<file path="src/rtl/irqc_pkg.sv">
package irqc_pkg;

    // data byte width of the core
    localparam int DATA_W = 8;

    // maskable interrupt mode codes, as written by the mode-select command
    typedef enum logic [1:0] {
        IM_OPC = 2'd0,   // opcode supplied by the device
        IM_FIX = 2'd1,   // fixed restart address
        IM_VEC = 2'd2    // vector table entry
    } im_e;

endpackage

</file>
<file path="src/rtl/irqc_rst_len.sv">
module irqc_rst_len #(
    parameter int MIN_LOW = 3
) (
    input  logic clk_i,
    input  logic reset_n_i,
    output logic done_o
);
    localparam int CW = $clog2(MIN_LOW + 1);
    localparam logic [CW-1:0] CMAX = CW'(MIN_LOW);

    typedef struct packed {
        logic          low;   // previous sample was low
        logic [CW-1:0] cnt;   // length of current low run, saturating
        logic          done;
    } st_t;

    st_t s_d, s_q;

    always_comb begin
        s_d     = s_q;
        s_d.low = ~reset_n_i;
        if (!reset_n_i) begin
            s_d.done = 1'b0;
            if (!s_q.low)
                s_d.cnt = CW'(1);
            else if (s_q.cnt != CMAX)
                s_d.cnt = s_q.cnt + CW'(1);
        end else if (s_q.low && s_q.cnt == CMAX) begin
            s_d.done = 1'b1;
        end
    end

    always_ff @(posedge clk_i) s_q <= s_d;

    assign done_o = s_q.done;
endmodule

</file>
<file path="src/rtl/irqc_nmi_latch.sv">
module irqc_nmi_latch (
    input  logic clk_i,
    input  logic clr_i,
    input  logic nmi_n_i,
    input  logic svc_i,
    output logic pend_o
);
    typedef struct packed {
        logic prev;
        logic pend;
    } st_t;

    st_t  s_d, s_q;
    logic fall;

    always_comb begin
        fall     = s_q.prev & ~nmi_n_i;
        s_d.prev = nmi_n_i;
        s_d.pend = fall | (s_q.pend & ~svc_i);
        if (clr_i) s_d.pend = 1'b0;
    end

    always_ff @(posedge clk_i) s_q <= s_d;

    assign pend_o = s_q.pend;
endmodule

</file>
<file path="src/rtl/irqc_arb.sv">
module irqc_arb
    import irqc_pkg::*;
#(
    parameter int DW = DATA_W,
    parameter logic [2*DW-1:0] NMI_VEC = 16'h0066,
    parameter logic [2*DW-1:0] FIX_VEC = 16'h0038
) (
    input  logic          clk_i,
    input  logic          rst_act_i,
    input  logic          ready_i,
    input  logic          int_n_i,
    input  logic          busreq_n_i,
    input  logic          instr_end_i,
    input  logic          mcyc_end_i,
    input  logic          ei_i,
    input  logic          di_i,
    input  logic          im_wr_i,
    input  logic [1:0]    im_code_i,
    input  logic [DW-1:0] ireg_i,
    input  logic [DW-1:0] ack_i,
    input  logic          nmi_pend_i,
    output logic          nmi_svc_o,
    output logic          take_o,
    output logic          take_nmi_o,
    output logic          take_opc_o,
    output logic [2*DW-1:0] tgt_o,
    output logic          ie_o,
    output logic          grant_o
);
    localparam int AW = 2 * DW;

    typedef struct packed {
        logic          ie;
        im_e           mode;
        logic          grant;
        logic          take;
        logic          nmi;
        logic          opc;
        logic [AW-1:0] tgt;
    } st_t;

    st_t  s_d, s_q;
    logic bus_win, at_end, take_nmi, take_int;

    always_comb begin
        s_d      = s_q;
        s_d.take = 1'b0;
        s_d.nmi  = 1'b0;
        s_d.opc  = 1'b0;

        // bus request outranks both interrupts and is seen at machine-cycle ends
        bus_win   = ready_i & mcyc_end_i & ~busreq_n_i;
        s_d.grant = ready_i & ~busreq_n_i & (s_q.grant | mcyc_end_i);

        at_end   = ready_i & ~s_q.grant & instr_end_i & ~bus_win;
        take_nmi = at_end & nmi_pend_i;
        take_int = at_end & ~nmi_pend_i & ~int_n_i & s_q.ie;

        if (ready_i && im_wr_i) begin
            case (im_code_i)
                2'd0:    s_d.mode = IM_OPC;
                2'd1:    s_d.mode = IM_FIX;
                2'd2:    s_d.mode = IM_VEC;
                default: s_d.mode = s_q.mode;
            endcase
        end

        if (ready_i && ei_i) s_d.ie = 1'b1;
        if (ready_i && di_i) s_d.ie = 1'b0;

        if (take_nmi) begin
            s_d.take = 1'b1;
            s_d.nmi  = 1'b1;
            s_d.ie   = 1'b0;
            s_d.tgt  = NMI_VEC;
        end else if (take_int) begin
            s_d.take = 1'b1;
            s_d.ie   = 1'b0;
            case (s_q.mode)
                IM_OPC: begin
                    s_d.opc = 1'b1;
                    s_d.tgt = {{DW{1'b0}}, ack_i};
                end
                IM_VEC:  s_d.tgt = {ireg_i, ack_i};
                default: s_d.tgt = FIX_VEC;
            endcase
        end

        if (rst_act_i) begin
            s_d      = '0;
            s_d.mode = IM_OPC;
        end
    end

    always_ff @(posedge clk_i) s_q <= s_d;

    assign nmi_svc_o  = take_nmi;
    assign take_o     = s_q.take;
    assign take_nmi_o = s_q.nmi;
    assign take_opc_o = s_q.opc;
    assign tgt_o      = s_q.tgt;
    assign ie_o       = s_q.ie;
    assign grant_o    = s_q.grant;
endmodule

</file>
<file path="src/rtl/irq_rst_ctrl.sv">
module irq_rst_ctrl
    import irqc_pkg::*;
#(
    parameter int DW      = DATA_W,
    parameter int MIN_RST = 3,
    parameter logic [2*DW-1:0] NMI_VEC = 16'h0066,
    parameter logic [2*DW-1:0] FIX_VEC = 16'h0038
) (
    input  logic            clk_i,
    input  logic            reset_n_i,
    input  logic            int_n_i,
    input  logic            busreq_n_i,
    input  logic            nmi_n_i,
    input  logic            instr_end_i,
    input  logic            mcyc_end_i,
    input  logic            ei_i,
    input  logic            di_i,
    input  logic            im_wr_i,
    input  logic [1:0]      im_code_i,
    input  logic [DW-1:0]   ireg_i,
    input  logic [DW-1:0]   ack_data_i,
    output logic            take_o,
    output logic            take_nmi_o,
    output logic            take_opc_o,
    output logic [2*DW-1:0] target_o,
    output logic            ie_o,
    output logic            bus_grant_o,
    output logic            rst_done_o
);
    logic rst_act, ready, nmi_pend, nmi_svc;

    assign rst_act = ~reset_n_i;

    irqc_rst_len #(.MIN_LOW(MIN_RST)) u_len (
        .clk_i     (clk_i),
        .reset_n_i (reset_n_i),
        .done_o    (ready)
    );

    irqc_nmi_latch u_nmi (
        .clk_i   (clk_i),
        .clr_i   (rst_act),
        .nmi_n_i (nmi_n_i),
        .svc_i   (nmi_svc),
        .pend_o  (nmi_pend)
    );

    irqc_arb #(.DW(DW), .NMI_VEC(NMI_VEC), .FIX_VEC(FIX_VEC)) u_arb (
        .clk_i       (clk_i),
        .rst_act_i   (rst_act),
        .ready_i     (ready),
        .int_n_i     (int_n_i),
        .busreq_n_i  (busreq_n_i),
        .instr_end_i (instr_end_i),
        .mcyc_end_i  (mcyc_end_i),
        .ei_i        (ei_i),
        .di_i        (di_i),
        .im_wr_i     (im_wr_i),
        .im_code_i   (im_code_i),
        .ireg_i      (ireg_i),
        .ack_i       (ack_data_i),
        .nmi_pend_i  (nmi_pend),
        .nmi_svc_o   (nmi_svc),
        .take_o      (take_o),
        .take_nmi_o  (take_nmi_o),
        .take_opc_o  (take_opc_o),
        .tgt_o       (target_o),
        .ie_o        (ie_o),
        .grant_o     (bus_grant_o)
    );

    assign rst_done_o = ready;
endmodule

</file>
<file path="config.mk">
export PLATFORM = sky130hd
export DESIGN_NAME = irq_rst_ctrl
export DESIGN_NICKNAME = d
export VERILOG_FILES = /design/src/rtl/irqc_pkg.sv /design/src/rtl/irqc_rst_len.sv /design/src/rtl/irqc_nmi_latch.sv /design/src/rtl/irqc_arb.sv /design/src/rtl/irq_rst_ctrl.sv
export SDC_FILE = /design/constraint.sdc
export NUM_CORES = 1
export LEC_CHECK = 0
export BUFFER_PORTS_ARGS = -buffer_cell sky130_fd_sc_hd__buf_2
export CORE_MARGIN = 10
export CORE_UTILIZATION = 42
export DETAILED_ROUTE_END_ITERATION = 7
export PLACE_DENSITY = 0.73
export SYNTH_ARGS = -nofsm -noshare
export SYNTH_HDL_FRONTEND = slang
export SYNTH_SLANG_ARGS = --single-unit
</file>
<file path="constraint.sdc">
create_clock -name clk_i -period 1.41 [get_ports clk_i]
set_clock_uncertainty 0.05 [all_clocks]
set_input_delay 0.282 -clock clk_i [delete_from_list [all_inputs] [get_ports clk_i]]
set_output_delay 0.282 -clock clk_i [all_outputs]
set_load 0.1 [all_outputs]
</file>
* Word-level counts from Yosys, hierarchy flattened
Cells that the tools add are included.
** Word-level totals
- Flip-flop bits (word level) :: 29
- Input bits :: 28
- Output and inout bits :: 22
- Word-level logic and storage cells :: 66
** Cells by class
- Add/sub/neg operators :: 1
- Eq/ne operators :: 6
- Mux-type cells :: 9
- Bitwise gates (word level) :: 24
- Reduce and logical (&&, ||, !) cells :: 13
** Operator list (count)
- 16-bit case mux with 2 select lines :: 1
- 7-bit 2-to-1 mux :: 2
- 1-bit AND :: 13
- 1-bit NOT :: 9
- 2-bit equality test, second input constant :: 3
- 2-bit case mux with 3 select lines :: 1
- 1-bit logical AND :: 4
- 2-bit logical NOT :: 2
- 1-bit 2-to-1 mux :: 4
- 2-bit != test, second input constant :: 2
- 2-bit AND reduction :: 2
- 4-bit OR reduction :: 1
- 3-bit nonzero test :: 1
- 3-bit OR reduction :: 1
- 2-bit by 1-bit adder with 2-bit output, second input constant :: 1
- 2-bit by 1-bit equality test with 1-bit output, second input constant :: 1
- 2-bit 2-to-1 mux :: 1
- 1-bit OR :: 2
- 2-bit nonzero test :: 1
- 2-bit OR reduction :: 1

* Depth between registers and ports, before layout
- Depth in word-level cells :: 9
- Mapped depth :: 5

* Cells and area by module
From an unflattened synthesis, not the netlist that was laid out.
** Second synthesis, totals
- Cells, all modules :: 135
- Area total of the unflattened synthesis :: 1226.2 sq um
** Modules (own cells, without submodules)
- irqc_arb :: instances 1, cells an instance 118, area an instance 1019.7 sq um, seq. area each 460.4 sq um
- irqc_rst_len :: instances 1, cells an instance 11, area an instance 141.4 sq um, seq. area each 100.1 sq um
- irqc_nmi_latch :: instances 1, cells an instance 5, area an instance 61.3 sq um, seq. area each 40.0 sq um
- irq_rst_ctrl :: instances 1, cells an instance 1, area an instance 3.8 sq um, seq. area each 0.0 sq um

* Worst setup path before layout
Ideal clock, no wire load.
- Path kind :: register to register
- Start :: register u_arb.s_q (netlist bit u_arb.ie_o)
- End :: register u_arb.s_q (netlist bit u_arb.tgt_o[1])
- Library setup time :: 119 ps
- Arrival time :: 2096 ps
- Required time :: 1241 ps
- Setup slack :: -855 ps
- Stages on the path, launching flop included :: 5
- Buffers on the path :: 1
- Clock period less this slack :: 2265 ps
- Cells stage by stage :: dfxtp_1 or3b_4 or3_1 buf_2 o221a_2
** Between the ends
- Cells in the longest elaborated chain, start to end :: 2
** Ends and longest elaborated chain
- start: declaration :: RTL line irqc_arb.sv:42 : st_t s_d, s_q;
- start signal: assignment :: RTL line irqc_arb.sv:95 : always_ff @(posedge clk_i) s_q <= s_d;
- 1-bit AND :: RTL line irqc_arb.sv:57 : take_int = at_end & ~nmi_pend_i & ~int_n_i & s_q.ie;
- 2-bit nonzero test (no line)
Every way passes these cells.
A chain may end at the register's enable or synchronous reset.

* Final worst setup path
- Start :: register u_arb.s_q (netlist bit u_arb.ie_o)
- End :: register u_arb.s_q (netlist bit u_arb.tgt_o[3])
** Between the ends
- Cells in the longest elaborated chain, start to end :: 1
** Ends and longest elaborated chain (RTL line)
- 1-bit AND :: irqc_arb.sv:57
Every way passes these cells.

==> flow_metrics.tcl <==
set metrics [dict create \
    worst_skew_pair.late_latency_ns 0.32 \
    finalCritPeriodShare 1.10 \
    post-dp-hpwl_mm 2.36 \
    diodes 0 \
    ios 50 \
    grt_overflow 0 \
    hold_viol_final 0 \
    syn_nets 138 \
    ir_drop_mv 0.626 \
    cts_root_buffer "clkbuf_4" \
    drive_gt1_frac 0.563 \
    cp-start-kind "register" \
    place.gp.congestion 0.800 \
    synthCells 109 \
    cp_max_fo 7 \
    start_util 0.435 \
    cts_buffer_depth 2 \
    critical_path_class "register to register" \
    crit_chain "or3b_4, or3_4, o32ai_2" \
    reg2reg_slack_ns -0.14 \
    cts_sinks 29 \
    power.total_mw 1.51 \
    violations "negative setup slack" \
    grt_pass1_wl_mm 5.22 \
    worstSetupEndpointType "register" \
    syn_avg_cell_area_um2 10.9 \
    core_area_um2 2730 \
    path_depth 3 \
    cts_buffers 5 \
    die-area_um2 5360 \
    fin_crit_ns 1.55 \
    rows 19 \
    setup_slack_ns -0.141 \
    route.detailed.drc 0 \
    routed_wl_mm 3.35 \
    maxCapViolCount 0 \
    grt_max_degree 19 \
    reg2regPathDepth 3 \
    fillers 216 \
    firstDrtPassIters 4 \
    synth_seq_area_share 0.505 \
    critical-path-top-delay-family "simple AND/OR/NAND/NOR gates" \
    yosys.area_share.simple 0.150 \
    synthTopCellsByArea "dfxtp_1 45%, buf_4 10%, a32o_1 8.4%" \
    yosys_most_used_dff "dfxtp_1" \
    cts_tree "done" \
    final_util 0.641 \
    placed_cell_area_um2 1520 \
    synth_top_family_by_area "compound AO/OA/AOI/OAI gates" \
    syn_area_um2 1190 \
    status "complete, but fails checks" \
    hold_ws_ns 0.0277 \
    dieWidth_um 73.2 \
    slowest_delay_ns 0.41 \
    port_buffers 49 \
    synth-compound-area-share 0.209 \
    grtUsageTotal 0.127 \
    synth-edff-count 2 \
    yosysWarnings 0 \
    dr_total_vias 1018 \
    muxShareOfSynthArea 0 \
    cpMaxStageDelayCell "or3_4" \
    min_path_cells 1 \
    rsz0062_at_grt "yes" \
    arrival_ns 1.74 \
    crit_required_ns 1.60 \
    syn2layout_area_growth_pct 47.2 \
    yosys.cell_types.count 30 \
    synthAdderAreaFrac 0.0105 \
    vias_per_cell 5.39 \
    drtAntennaViolNets 0 \
    drtIter0Drc 62 \
    final_nets 186 \
    synth_area_leader_cell "dfxtp_1" \
    ys_seq_elements 29 \
    post-place-ws_ns -0.227 \
    async_reset_ff_frac 0 \
    slew_headroom 0.756 \
    synth_xor_area_frac 0 \
    htreeDepth 2 \
    fp.dieH_um 73.2 \
    finalSetupViolations 17 \
    leakage_nw 0.752 \
    hp-class "input port to register" \
    grt_pass1_vias 1090 \
    wl_per_cell_um 17.7 \
    stdcell_area_um2 1750 \
    powerDensity_nw_per_um2 863 \
    synth_top_area_frac 0.454 \
    worstMarginPinSlew_ns 0.356 \
    antenna_found_initial 0 \
    drv_slew 0 \
    clkTransAtPathRegs_ns 0.08 \
    crit_buf_inv 0 \
    clock.fmax_ghz 0.645 \
]
-- synth_stat cells (3+ instances only) --
library cell   n
dfxtp_1       27
buf_4         16
a32o_1        10
nor2_1         6
o221a_2        6
nand2_1        5
a21oi_1        4
nor2b_1        4
clkbuf_1       3
-- flip-flops by register name (all words and copies together) (netlist names) --
signal            count
u_arb.take_opc_o      1
u_len.s_q             3
u_arb.grant_o         1
u_arb.take_o          1
u_arb.s_q             2
u_nmi.pend_o          1
u_arb.ie_o            1
u_arb.tgt_o          16
u_len.done_o          1
u_nmi.s_q             1
u_arb.take_nmi_o      1
-- layout make-up --
class                   count  area [um2]  share of cell area
flip-flops and latches     29         613               0.350
multi-input cells          58         563               0.321
repair buffers             61         480               0.274
clock buffers               8        48.8              0.0279
well taps                  31        38.8              0.0221
inverters                   2        7.51             0.00429
-- cell families (layout without fill, tap and decap cells) --
group,count (synthesis),in the layout
AO/OA/AOI/OAI,27,28
adder cells (fa/ha/maj),1,1
buffers and inverters,23,71
flip-flops,29,29
AND/OR/NAND/NOR,29,29
-- final timing paths --
kind	startpoint	endpoint
max	u_arb.ie_o$_SDFFE_PP0P_	u_arb.tgt_o[3]$_SDFFE_PP0P_
min	nmi_n_i	u_nmi.s_q[1]$_DFF_P_
max reg2reg	u_arb.ie_o$_SDFFE_PP0P_	u_arb.tgt_o[3]$_SDFFE_PP0P_
min reg2reg	u_nmi.s_q[1]$_DFF_P_	u_nmi.pend_o$_SDFF_PN0_
-- power breakdown --
part | leakage, nW | switching (mW) | internal (mW)
registers | 0.240 | 0.0120 | 0.841
logic | 0.485 | 0.116 | 0.0832
clock network | 0.0265 | 0.260 | 0.198
-- cell usage in the layout, fill, tap and decap left out, types with 4 or more instances in the layout --
cell and n:
clkbuf_4 7, nor2_1 6, buf_12 6, buf_2 27, nor2b_1 4, o221a_4 4
dfxtp_1 23, nand2_1 5, a32o_1 10, a21oi_1 4, buf_6 4, buf_4 22
-- metrics by stage --
step,std cells,setup TNS [ns]
after floorplan,109,-4.45
after global placement,177,-2.44
after detailed placement,177,-3.04
after CTS,189,-1.20
after global routing,189,-1.96
final,189,-1.37
-- timing repair --
action	in CTS	in global routing
resized for setup	32	4
buffers inserted	3	0
cloned	1	0
pin swaps	7	4
setup endpoints to repair	32	21
hold buffers	0	0
-- per-layer routing --
| layer | track usage | up-vias | part of all wire |
|---|---|---|---|
| li1 | - | 494 | - |
| met1 | 0.132 | 481 | 0.37 |
| met2 | 0.196 | 36 | 0.50 |
| met3 | 0.0707 | 7 | 0.11 |
| met4 | 0.0738 | 0 | 0.024 |
| met5 | 0 | - | 0 |
Power figures use the tool's default switching activity.
